## src/rtl/i2c_regfile_target_pkg.sv

```systemverilog
// Shared types and constants for the I2C target register file.
package i2c_regfile_target_pkg;

    // Fixed upper six bits of the 7-bit target address.
    localparam logic [5:0] DEV_ADDR_HI = 6'b110000;

    // Transaction engine states.
    typedef enum logic [2:0] {
        ST_IDLE,
        ST_DEVADDR,
        ST_REGADDR,
        ST_WRITE,
        ST_READ,
        ST_SKIP
    } eng_state_t;

endpackage

```

## src/rtl/i2c_line_filter.sv

```systemverilog
// Brings one bus line into the clock domain and suppresses short pulses.
// Assumes the line idles high. The output follows the synchronized input only
// after FILT_LEN consecutive cycles that differ from the current output.
module i2c_line_filter #(
    parameter int FILT_LEN = 3
) (
    input  logic clk,
    input  logic rst_n,
    input  logic line_i,
    output logic line_o
);
    localparam int CW = $clog2(FILT_LEN + 1);

    logic [1:0]    sync_q;
    logic [CW-1:0] cnt_q;

    // Two-flop synchronizer.
    always_ff @(posedge clk) begin
        if (!rst_n) sync_q <= 2'b11;
        else        sync_q <= {sync_q[0], line_i};
    end

    // Stability counter that decides when the filtered level may change.
    always_ff @(posedge clk) begin
        if (!rst_n) begin
            cnt_q  <= '0;
            line_o <= 1'b1;
        end else if (sync_q[1] == line_o) begin
            cnt_q <= '0;
        end else if (cnt_q == CW'(FILT_LEN - 1)) begin
            cnt_q  <= '0;
            line_o <= sync_q[1];
        end else begin
            cnt_q <= cnt_q + 1'b1;
        end
    end
endmodule

```

## src/rtl/i2c_bus_cond.sv

```systemverilog
// Turns the filtered SCL and SDA levels into one-cycle event strobes:
// SCL rising and falling edges, START (SDA falls while SCL high) and
// STOP (SDA rises while SCL high). Assumes filtered, synchronous inputs.
module i2c_bus_cond (
    input  logic clk,
    input  logic rst_n,
    input  logic scl_f,
    input  logic sda_f,
    output logic scl_rise,
    output logic scl_fall,
    output logic start_det,
    output logic stop_det
);
    logic scl_q, sda_q;

    // Previous-cycle copies of both lines.
    always_ff @(posedge clk) begin
        if (!rst_n) begin
            scl_q <= 1'b1;
            sda_q <= 1'b1;
        end else begin
            scl_q <= scl_f;
            sda_q <= sda_f;
        end
    end

    // Event decoding.
    always_comb begin
        scl_rise  = scl_f & ~scl_q;
        scl_fall  = ~scl_f & scl_q;
        start_det = scl_f & scl_q & sda_q & ~sda_f;
        stop_det  = scl_f & scl_q & ~sda_q & sda_f;
    end
endmodule

```

## src/rtl/i2c_target_engine.sv

```systemverilog
// Byte-level I2C target state machine. It shifts bits in on SCL rising
// edges and changes SDA only on SCL falling edges. It matches the address,
// handles the register pointer and issues write strobes. Assumes event strobes
// from i2c_bus_cond and read data that is valid in the same cycle.
module i2c_target_engine
    import i2c_regfile_target_pkg::*;
#(
    parameter int AW          = 8,
    parameter int TIMEOUT_CYC = 1_500_000
) (
    input  logic          clk,
    input  logic          rst_n,
    input  logic          scl_rise,
    input  logic          scl_fall,
    input  logic          start_det,
    input  logic          stop_det,
    input  logic          sda_f,
    input  logic          addr_lsb,
    input  logic [7:0]    rd_data,
    output logic          sda_oe,
    output logic          wr_en,
    output logic [AW-1:0] wr_addr,
    output logic [7:0]    wr_data,
    output logic [AW-1:0] ptr,
    output eng_state_t    state
);
    localparam int TW = $clog2(TIMEOUT_CYC + 1);

    logic [7:0]    shreg;
    logic [7:0]    txd;
    logic [3:0]    bit_cnt;
    logic          ack_phase;
    logic          ack_own;
    logic          nack;
    logic [TW-1:0] tmo_cnt;
    logic          tmo_hit;
    logic          addr_match;

    assign tmo_hit    = (tmo_cnt == TW'(TIMEOUT_CYC - 1));
    assign addr_match = (shreg[7:1] == {DEV_ADDR_HI, addr_lsb});

    // Counts cycles without an SCL edge while a transaction is open.
    always_ff @(posedge clk) begin
        if (!rst_n || start_det || stop_det || state == ST_IDLE || scl_rise || scl_fall)
            tmo_cnt <= '0;
        else if (!tmo_hit)
            tmo_cnt <= tmo_cnt + 1'b1;
    end

    // Transaction sequencing, bit shifting, acknowledge and SDA drive.
    always_ff @(posedge clk) begin
        if (!rst_n) begin
            state     <= ST_IDLE;
            shreg     <= '0;
            txd       <= '0;
            bit_cnt   <= '0;
            ack_phase <= 1'b0;
            ack_own   <= 1'b0;
            nack      <= 1'b0;
            sda_oe    <= 1'b0;
            ptr       <= '0;
            wr_en     <= 1'b0;
            wr_addr   <= '0;
            wr_data   <= '0;
        end else begin
            wr_en <= 1'b0;
            if (start_det) begin
                state     <= ST_DEVADDR;
                bit_cnt   <= '0;
                ack_phase <= 1'b0;
                sda_oe    <= 1'b0;
            end else if (stop_det || tmo_hit) begin
                state     <= ST_IDLE;
                bit_cnt   <= '0;
                ack_phase <= 1'b0;
                sda_oe    <= 1'b0;
            end else if (state != ST_IDLE && state != ST_SKIP) begin
                if (scl_rise) begin
                    if (ack_phase) begin
                        nack <= sda_f;
                    end else if (bit_cnt < 4'd8) begin
                        shreg   <= {shreg[6:0], sda_f};
                        bit_cnt <= bit_cnt + 1'b1;
                    end
                end else if (scl_fall) begin
                    if (ack_phase) begin
                        ack_phase <= 1'b0;
                        ack_own   <= 1'b0;
                        bit_cnt   <= '0;
                        sda_oe    <= 1'b0;
                        if (state == ST_READ) begin
                            if (ack_own || !nack) begin
                                txd    <= rd_data;
                                sda_oe <= ~rd_data[7];
                            end else begin
                                state <= ST_SKIP;
                            end
                        end
                    end else if (bit_cnt == 4'd8) begin
                        ack_phase <= 1'b1;
                        unique case (state)
                            ST_DEVADDR: begin
                                if (addr_match) begin
                                    ack_own <= 1'b1;
                                    sda_oe  <= 1'b1;
                                    state   <= shreg[0] ? ST_READ : ST_REGADDR;
                                end else begin
                                    state <= ST_SKIP;
                                end
                            end
                            ST_REGADDR: begin
                                ptr     <= shreg[AW-1:0];
                                ack_own <= 1'b1;
                                sda_oe  <= 1'b1;
                                state   <= ST_WRITE;
                            end
                            ST_WRITE: begin
                                wr_en   <= 1'b1;
                                wr_addr <= ptr;
                                wr_data <= shreg;
                                ptr     <= ptr + 1'b1;
                                ack_own <= 1'b1;
                                sda_oe  <= 1'b1;
                            end
                            default: begin
                                ptr     <= ptr + 1'b1;
                                ack_own <= 1'b0;
                                sda_oe  <= 1'b0;
                            end
                        endcase
                    end else if (state == ST_READ && bit_cnt != 4'd0) begin
                        txd    <= {txd[6:0], 1'b0};
                        sda_oe <= ~txd[6];
                    end
                end
            end
        end
    end
endmodule

```

## src/rtl/i2c_reg_store.sv

```systemverilog
// Register storage with one write port and one asynchronous read port.
// The location STATUS_ADDR is replaced on read by status_i and never written.
module i2c_reg_store #(
    parameter int          AW          = 8,
    parameter logic [7:0]  STATUS_ADDR = 8'h80
) (
    input  logic          clk,
    input  logic          rst_n,
    input  logic          we,
    input  logic [AW-1:0] waddr,
    input  logic [7:0]    wdata,
    input  logic [AW-1:0] raddr,
    input  logic [7:0]    status_i,
    output logic [7:0]    rdata
);
    localparam int DEPTH = 1 << AW;

    logic [7:0] mem [DEPTH];

    // Storage array with clear on reset and guarded writes.
    always_ff @(posedge clk) begin
        if (!rst_n) begin
            for (int i = 0; i < DEPTH; i++) mem[i] <= '0;
        end else if (we && waddr != STATUS_ADDR[AW-1:0]) begin
            mem[waddr] <= wdata;
        end
    end

    // Read mux that substitutes the status input.
    always_comb begin
        if (raddr == STATUS_ADDR[AW-1:0]) rdata = status_i;
        else                              rdata = mem[raddr];
    end
endmodule

```

## src/rtl/i2c_regfile_target.sv

```systemverilog
// Top of the I2C target register file: line filters, bus event decoder,
// byte engine and register store. Assumes scl_i/sda_i are the resolved bus
// levels and that sda_oe drives an open-drain pull-down.
module i2c_regfile_target
    import i2c_regfile_target_pkg::*;
#(
    parameter int         AW          = 8,
    parameter int         FILT_LEN    = 3,
    parameter int         TIMEOUT_CYC = 1_500_000,
    parameter logic [7:0] STATUS_ADDR = 8'h80
) (
    input  logic       clk,
    input  logic       rst_n,
    input  logic       scl_i,
    input  logic       sda_i,
    output logic       sda_oe,
    input  logic       addr_lsb,
    input  logic [7:0] status_i
);
    logic [1:0]    raw_lines;
    logic [1:0]    filt_lines;
    logic          scl_f, sda_f;
    logic          scl_rise, scl_fall, start_det, stop_det;
    logic          wr_en;
    logic [AW-1:0] wr_addr;
    logic [7:0]    wr_data;
    logic [AW-1:0] ptr;
    logic [7:0]    rd_data;
    eng_state_t    eng_state;

    assign raw_lines = {sda_i, scl_i};
    assign scl_f     = filt_lines[0];
    assign sda_f     = filt_lines[1];

    // One filter per bus line.
    for (genvar g = 0; g < 2; g++) begin : g_filt
        i2c_line_filter #(.FILT_LEN(FILT_LEN)) u_filt (
            .clk    (clk),
            .rst_n  (rst_n),
            .line_i (raw_lines[g]),
            .line_o (filt_lines[g])
        );
    end

    i2c_bus_cond u_cond (
        .clk       (clk),
        .rst_n     (rst_n),
        .scl_f     (scl_f),
        .sda_f     (sda_f),
        .scl_rise  (scl_rise),
        .scl_fall  (scl_fall),
        .start_det (start_det),
        .stop_det  (stop_det)
    );

    i2c_target_engine #(.AW(AW), .TIMEOUT_CYC(TIMEOUT_CYC)) u_eng (
        .clk       (clk),
        .rst_n     (rst_n),
        .scl_rise  (scl_rise),
        .scl_fall  (scl_fall),
        .start_det (start_det),
        .stop_det  (stop_det),
        .sda_f     (sda_f),
        .addr_lsb  (addr_lsb),
        .rd_data   (rd_data),
        .sda_oe    (sda_oe),
        .wr_en     (wr_en),
        .wr_addr   (wr_addr),
        .wr_data   (wr_data),
        .ptr       (ptr),
        .state     (eng_state)
    );

    i2c_reg_store #(.AW(AW), .STATUS_ADDR(STATUS_ADDR)) u_store (
        .clk      (clk),
        .rst_n    (rst_n),
        .we       (wr_en),
        .waddr    (wr_addr),
        .wdata    (wr_data),
        .raddr    (ptr),
        .status_i (status_i),
        .rdata    (rd_data)
    );
endmodule

```

## config.mk

```make
export PLATFORM = sky130hd
export DESIGN_NAME = i2c_regfile_target
export DESIGN_NICKNAME = d
export VERILOG_FILES = /design/src/rtl/i2c_regfile_target_pkg.sv /design/src/rtl/i2c_line_filter.sv /design/src/rtl/i2c_bus_cond.sv /design/src/rtl/i2c_target_engine.sv /design/src/rtl/i2c_reg_store.sv /design/src/rtl/i2c_regfile_target.sv
export SDC_FILE = /design/constraint.sdc
export NUM_CORES = 2
export LEC_CHECK = 0
export BUFFER_PORTS_ARGS = -buffer_cell sky130_fd_sc_hd__buf_2
export CAP_MARGIN = 30
export CORE_MARGIN = 4
export CORE_UTILIZATION = 30
export DETAILED_ROUTE_END_ITERATION = 10
export GPL_TIMING_DRIVEN = 0
export PLACE_DENSITY_LB_ADDON = 0.05
export SYNTH_ARGS = -nofsm -noshare
export SYNTH_HDL_FRONTEND = slang
export SYNTH_SLANG_ARGS = --single-unit
```

## constraint.sdc

```tcl
create_clock -name clk -period 4.8 [get_ports clk]
set_input_delay 1.2 -clock clk [delete_from_list [all_inputs] [get_ports clk]]
set_output_delay 1.2 -clock clk [all_outputs]
set_load 0.05 [all_outputs]
```

### Word level (Yosys, flattened, before mapping)

Memory sizes are Yosys's and may differ from the RTL's. A register that Yosys moved wholly into a read port is not among the register bits.
Cells that the tools add are included.

* add/subtract/negate cells: 5
* order comparisons: 1
* eq/ne operators: 25
* muxes and demuxes: 45
* bitwise logic cells: 24
* reduce and logical (&&, ||, !) cells: 44

Operators by type and width (number)
* $mux 8: 5
* $mux 7: 5
* $add 21x1->21 const B: 1
* $eq 21x21->1 const B: 1
* $mux 1: 21
* $reduce_and 7->1: 3
* $mux 4: 5
* $mux 3: 6
* $not 1->1: 17
* $pmux 8 s2: 1
* $reduce_and 8->1: 2
* $reduce_or 8->1: 2
* $reduce_and 5->1: 3
* $reduce_bool 3->1: 5
* $ne 2x2->1 const B: 5
* $reduce_and 9->1: 1
* $reduce_or 3->1: 3
* $add 8x1->8 const B: 1
* $eq 8x8->1 const B: 1
* $ne 4x3->1 const B: 2
* $ne 8x8->1 const B: 1
* $reduce_bool 2->1: 4
* $reduce_bool 4->1: 2
* $and 1x1->1: 7
* other kinds (25): 40

* flip-flop bits (word level): 84
* memory bits (writable): 2048
* output and inout port bits: 1
* logic and storage cells: 167
* memories: 1

Memories
* u_store.mem: words 256, width 8, read ports 1, clocked after memory_dff 1, wr ports 256, RTL line i2c_reg_store.sv:18 `logic [7:0] mem [DEPTH];`

### Logic depth before layout (Yosys ltp)

* depth after elaboration: 10
* gate-level depth with buffers: 13

### Hierarchy

Synthesis repeated with hierarchy kept, for this count alone.

* cells, all modules: 7359
* area total of the unflattened synthesis: 100502.6 um^2

Modules (own cells, without submodules)
* i2c_reg_store: instances 1, cells each 6921, area each 96426.2 um^2, seq. area each 61499.0 um^2
* i2c_target_engine: instances 1, cells each 402, area each 3653.5 um^2, seq. area each 1441.4 um^2
* i2c_line_filter: instances 2, cells each 14, area each 168.9 um^2, seq. area each 100.1 um^2
* i2c_bus_cond: instances 1, cells each 8, area each 85.1 um^2, seq. area each 40.0 um^2

### Worst setup path before layout

OpenSTA, ideal clock, no wires.

* kind: input port to flip-flop
* from: input port rst_n
* to: memory u_store.mem[141][0], enable pin
* setup time: 0.329 ns
* arrival time: 3.021 ns
* data required time: 4.471 ns
* slack: 1.450 ns
* cell stages on the path: 8
* buffers on the path: 3
* cells stage by stage: nand2_1 > or3_1 > clkbuf_1 > nor3_1 > clkbuf_1 > clkbuf_1 > nand2_1 > nand2_1

RTL lines
* from (decl): RTL line i2c_regfile_target.sv:13 `input logic rst_n,`
* to (decl): RTL line i2c_reg_store.sv:18

==> impl_metrics.yaml <==
routing:
  vias_per_cell: 6.17
  vias: 75600
  ant_nets: 0
  wl_per_cell_um: 49.0
  totalWireLength_mm: 601
  drtPass1Iterations: 6
  drt_iter0_drc: 12300
  drc: 0
synth:
  async_reset_ff_share_pct: 0
  synth_cells: 7117
  synth-seq-area-share_pct: 63.3
  synth_edf_count: 2048
  syn_area_per_cell_um2: 14.1
  synth_cell_types: 73
  syn_area_um2: 100000
  synth_top_cells_by_count: "and3_1 (2048), edfxtp_1 (2048), clkbuf_1 (818)"
  synth_top_area_cell: "edfxtp_1"
  ys.flop_type: "edfxtp_1"
  synth_warnings: 0
  synth_seq_cells: 2140
  synthTopCellsByArea: "edfxtp_1 (61%), and3_1 (13%), mux4_2 (11%), clkbuf_1 (3.1%), nand2_1 (2.2%)"
  synth_top_area_share_pct: 61.5
floorplan:
  core_area_um2: 331000
  die_y_um: 585
  die_area_um2: 343000
  ioPinCount: 14
  placementRows: 211
  start_util_pct: 30.2
  die_w_um: 585
critical_path:
  critPathKind: "register to register"
  reg2regPathDepth: 9
  worstPathRequired_ns: 5.64
  cp.arrival_ns: 6.02
  cp-end-kind: "register"
  worstSetupStartpointType: "register"
  crit_fanout: 10
sta:
  max_freq_mhz: 193
  hold_violations: 0
  maxSlewViolCount: 0
  setup_viol: 64
  worst_clock_skew_ns: 0.0542
  max-slew-margin-rel_pct: 19.4
  min_period_ns: 5.17
  fin_ws_ns: -0.374
  worst_slew_pin_slew_ns: 1.21
  rsz0062_at_grt: "false"
  fin_crit_sh_pct: 108
clock_network:
  tritoncts: "yes"
  numCtsBuffers: 267
  cts_max_level: 5
  clock-sinks: 2140
  cts_buffer_depth: 4
  clk_pin_slew_ns: 0.06
  hold_buffers: 0
  clk_latency_ns: 0.94
  root_buffer: "clkbuf_16"
finish:
  drive_above_1_share_pct: 17.5
  final_cells: 12200
  area_growth_pct: 17.6
  fin_nets: 7624
  fin_area_um2: 118000
  fin_util_pct: 35.5
power_and_ir_drop:
  ir_worst_vdd_mv: 0.239
  p_total_mw: 42.3
  p_leak_nw: 47.2
  power_density_nw_per_um2: 360
place:
  placed_area_um2: 109000
  hpwl_mm: 440
  pre_cts_ws_ns: -1.15
  port_buffers: 13
  dp.cells: 11700
  globalplace.congestion: 1.05
job:
  maxCapViolCount: 0
grt:
  track_usage_pct: 34.3
  grt_max_degree: 20
  grt-ovfl-total: 0
  grt_pass1_wl_mm: 761
  grt_pass1_vias: 71200
  antenna_found_initial: 114
run_status:
  violations: "negative setup slack"
  outcome: "finished with violations"
hold_path:
  hold_class: "register to register"
  hold_depth: 1
## per-layer routing
layer	up-vias	global-route usage [%]	part of all wire, %
li1	28500	-	-
met1	40200	44.3	39
met2	5405	49.9	42
met3	1414	10.4	11
met4	38	22.0	7.8
met5	-	0.252	0.077
## per-stage QoR
step / TNS (ns) / hold slack [ns]
global placement: -5517.15 / 0.392
floorplan: 0 / 0.386
detailed placement: -765.40 / 0.392
CTS: 0 / 0.401
finish: -5.93 / 0.404
global route: 0 / 0.424
## final timing paths
check,startpoint,to,slack (ns)
max,register,u_eng.txd[0]$_SDFFE_PN0P_,-0.37
min,g_filt[1].u_filt.sync_q[0]$_SDFF_PN1_,g_filt[1].u_filt.sync_q[1]$_SDFF_PN1_,0.40
max reg2reg,register,u_eng.txd[0]$_SDFFE_PN0P_,-0.37
min reg2reg,g_filt[1].u_filt.sync_q[0]$_SDFF_PN1_,g_filt[1].u_filt.sync_q[1]$_SDFF_PN1_,0.40
## critical path: stages (launching register included)
cell      delay [ns]
dfxtp_1         0.35
buf_2           0.46
clkbuf_1        0.80
clkbuf_1        0.54
buf_2           0.70
nand2_1         0.63
a211oi_2        0.69
a211o_1         0.18
o211ai_1        0.32
a41oi_1         0.35
## timing repair
| action | in CTS | in global routing |
|---|---|---|
| gates cloned | 0 | 0 |
| buffers inserted | 2 | 0 |
| gates resized for setup | 33 | 14 |
| setup endpoints to repair | 88 | 27 |
| pin swaps | 2 | 0 |
## placed cells by master (no fill, tap or decap), types with 13 or more instances in the layout
| master | count |
|---|---|
| a21oi_1 | 46 |
| diode_2 | 87 |
| nand2_1 | 597 |
| clkinv_2 | 37 |
| mux4_2 | 505 |
| o22ai_1 | 22 |
| buf_4 | 44 |
| or3_1 | 18 |
| a22o_1 | 13 |
| a22oi_1 | 57 |
| clkinv_1 | 57 |
| inv_1 | 20 |
| buf_12 | 29 |
| o21ai_0 | 45 |
| buf_8 | 103 |
| a221oi_1 | 23 |
| nor4_1 | 17 |
| clkbuf_16 | 279 |
| buf_6 | 66 |
| buf_16 | 32 |
| nand3_1 | 38 |
| a31oi_1 | 13 |
| clkbuf_2 | 108 |
| o221ai_1 | 18 |
| nor2b_1 | 26 |
| a211oi_1 | 19 |
| nor3_1 | 30 |
| nor2_1 | 130 |
| nand2b_1 | 25 |
| dfxtp_1 | 92 |
| edfxtp_1 | 2048 |
| mux2_2 | 13 |
| clkbuf_1 | 766 |
| buf_2 | 62 |
| and3_1 | 2048 |
| mux2i_1 | 117 |
## area by class of cell
| cell class | count | area, um2 |
|---|---|---|
| fillers | 32200 | 213000 |
| flip-flops and latches | 2140 | 63300 |
| multi-input cells | 4015 | 32800 |
| clock buffers | 341 | 7240 |
| well taps | 4366 | 5460 |
| plain buffers | 946 | 4320 |
| repair buffers | 209 | 3290 |
| clock inverters | 123 | 923 |
| diodes | 87 | 218 |
| inverters | 22 | 82.6 |
## flip-flops by register name, summed over array words and instances, names as in the netlist, 2 cells and up, named ones only
signal,count
g_filt.u_filt.cnt_q,4
g_filt.u_filt.line_o,2
g_filt.u_filt.sync_q,4
u_eng.bit_cnt,4
u_eng.ptr,8
u_eng.shreg,8
u_eng.state,3
u_eng.tmo_cnt,21
u_eng.txd,7
u_eng.wr_addr,8
u_eng.wr_data,8
u_store.mem,2048
## logic make-up (layout without fill, tap and decap cells)
family | Yosys count | in the layout | synth area share, %
adders and majority gates | 10 | 10 | 0.125
DFF | 2140 | 2140 | 63.3
other | 1 | 95 | 0.00375
xor gates and xnor gates | 21 | 21 | 0.184
buffers and inverters | 969 | 1641 | 4.17
muxes | 647 | 647 | 13.0
and+or+nand+nor | 3000 | 3000 | 16.9
AOI/OAI and AO/OA | 329 | 329 | 2.31
## where the power goes
part	internal (mW)	switching (mW)	total (mW)	leakage (nW)
registers	21.0	0.177	21.2	21.8
logic	0.283	0.935	1.22	21.4
clock network	11.2	8.67	19.9	3.99
total	32.5	9.78	42.3	47.2
(Power assumes the default switching activity.)
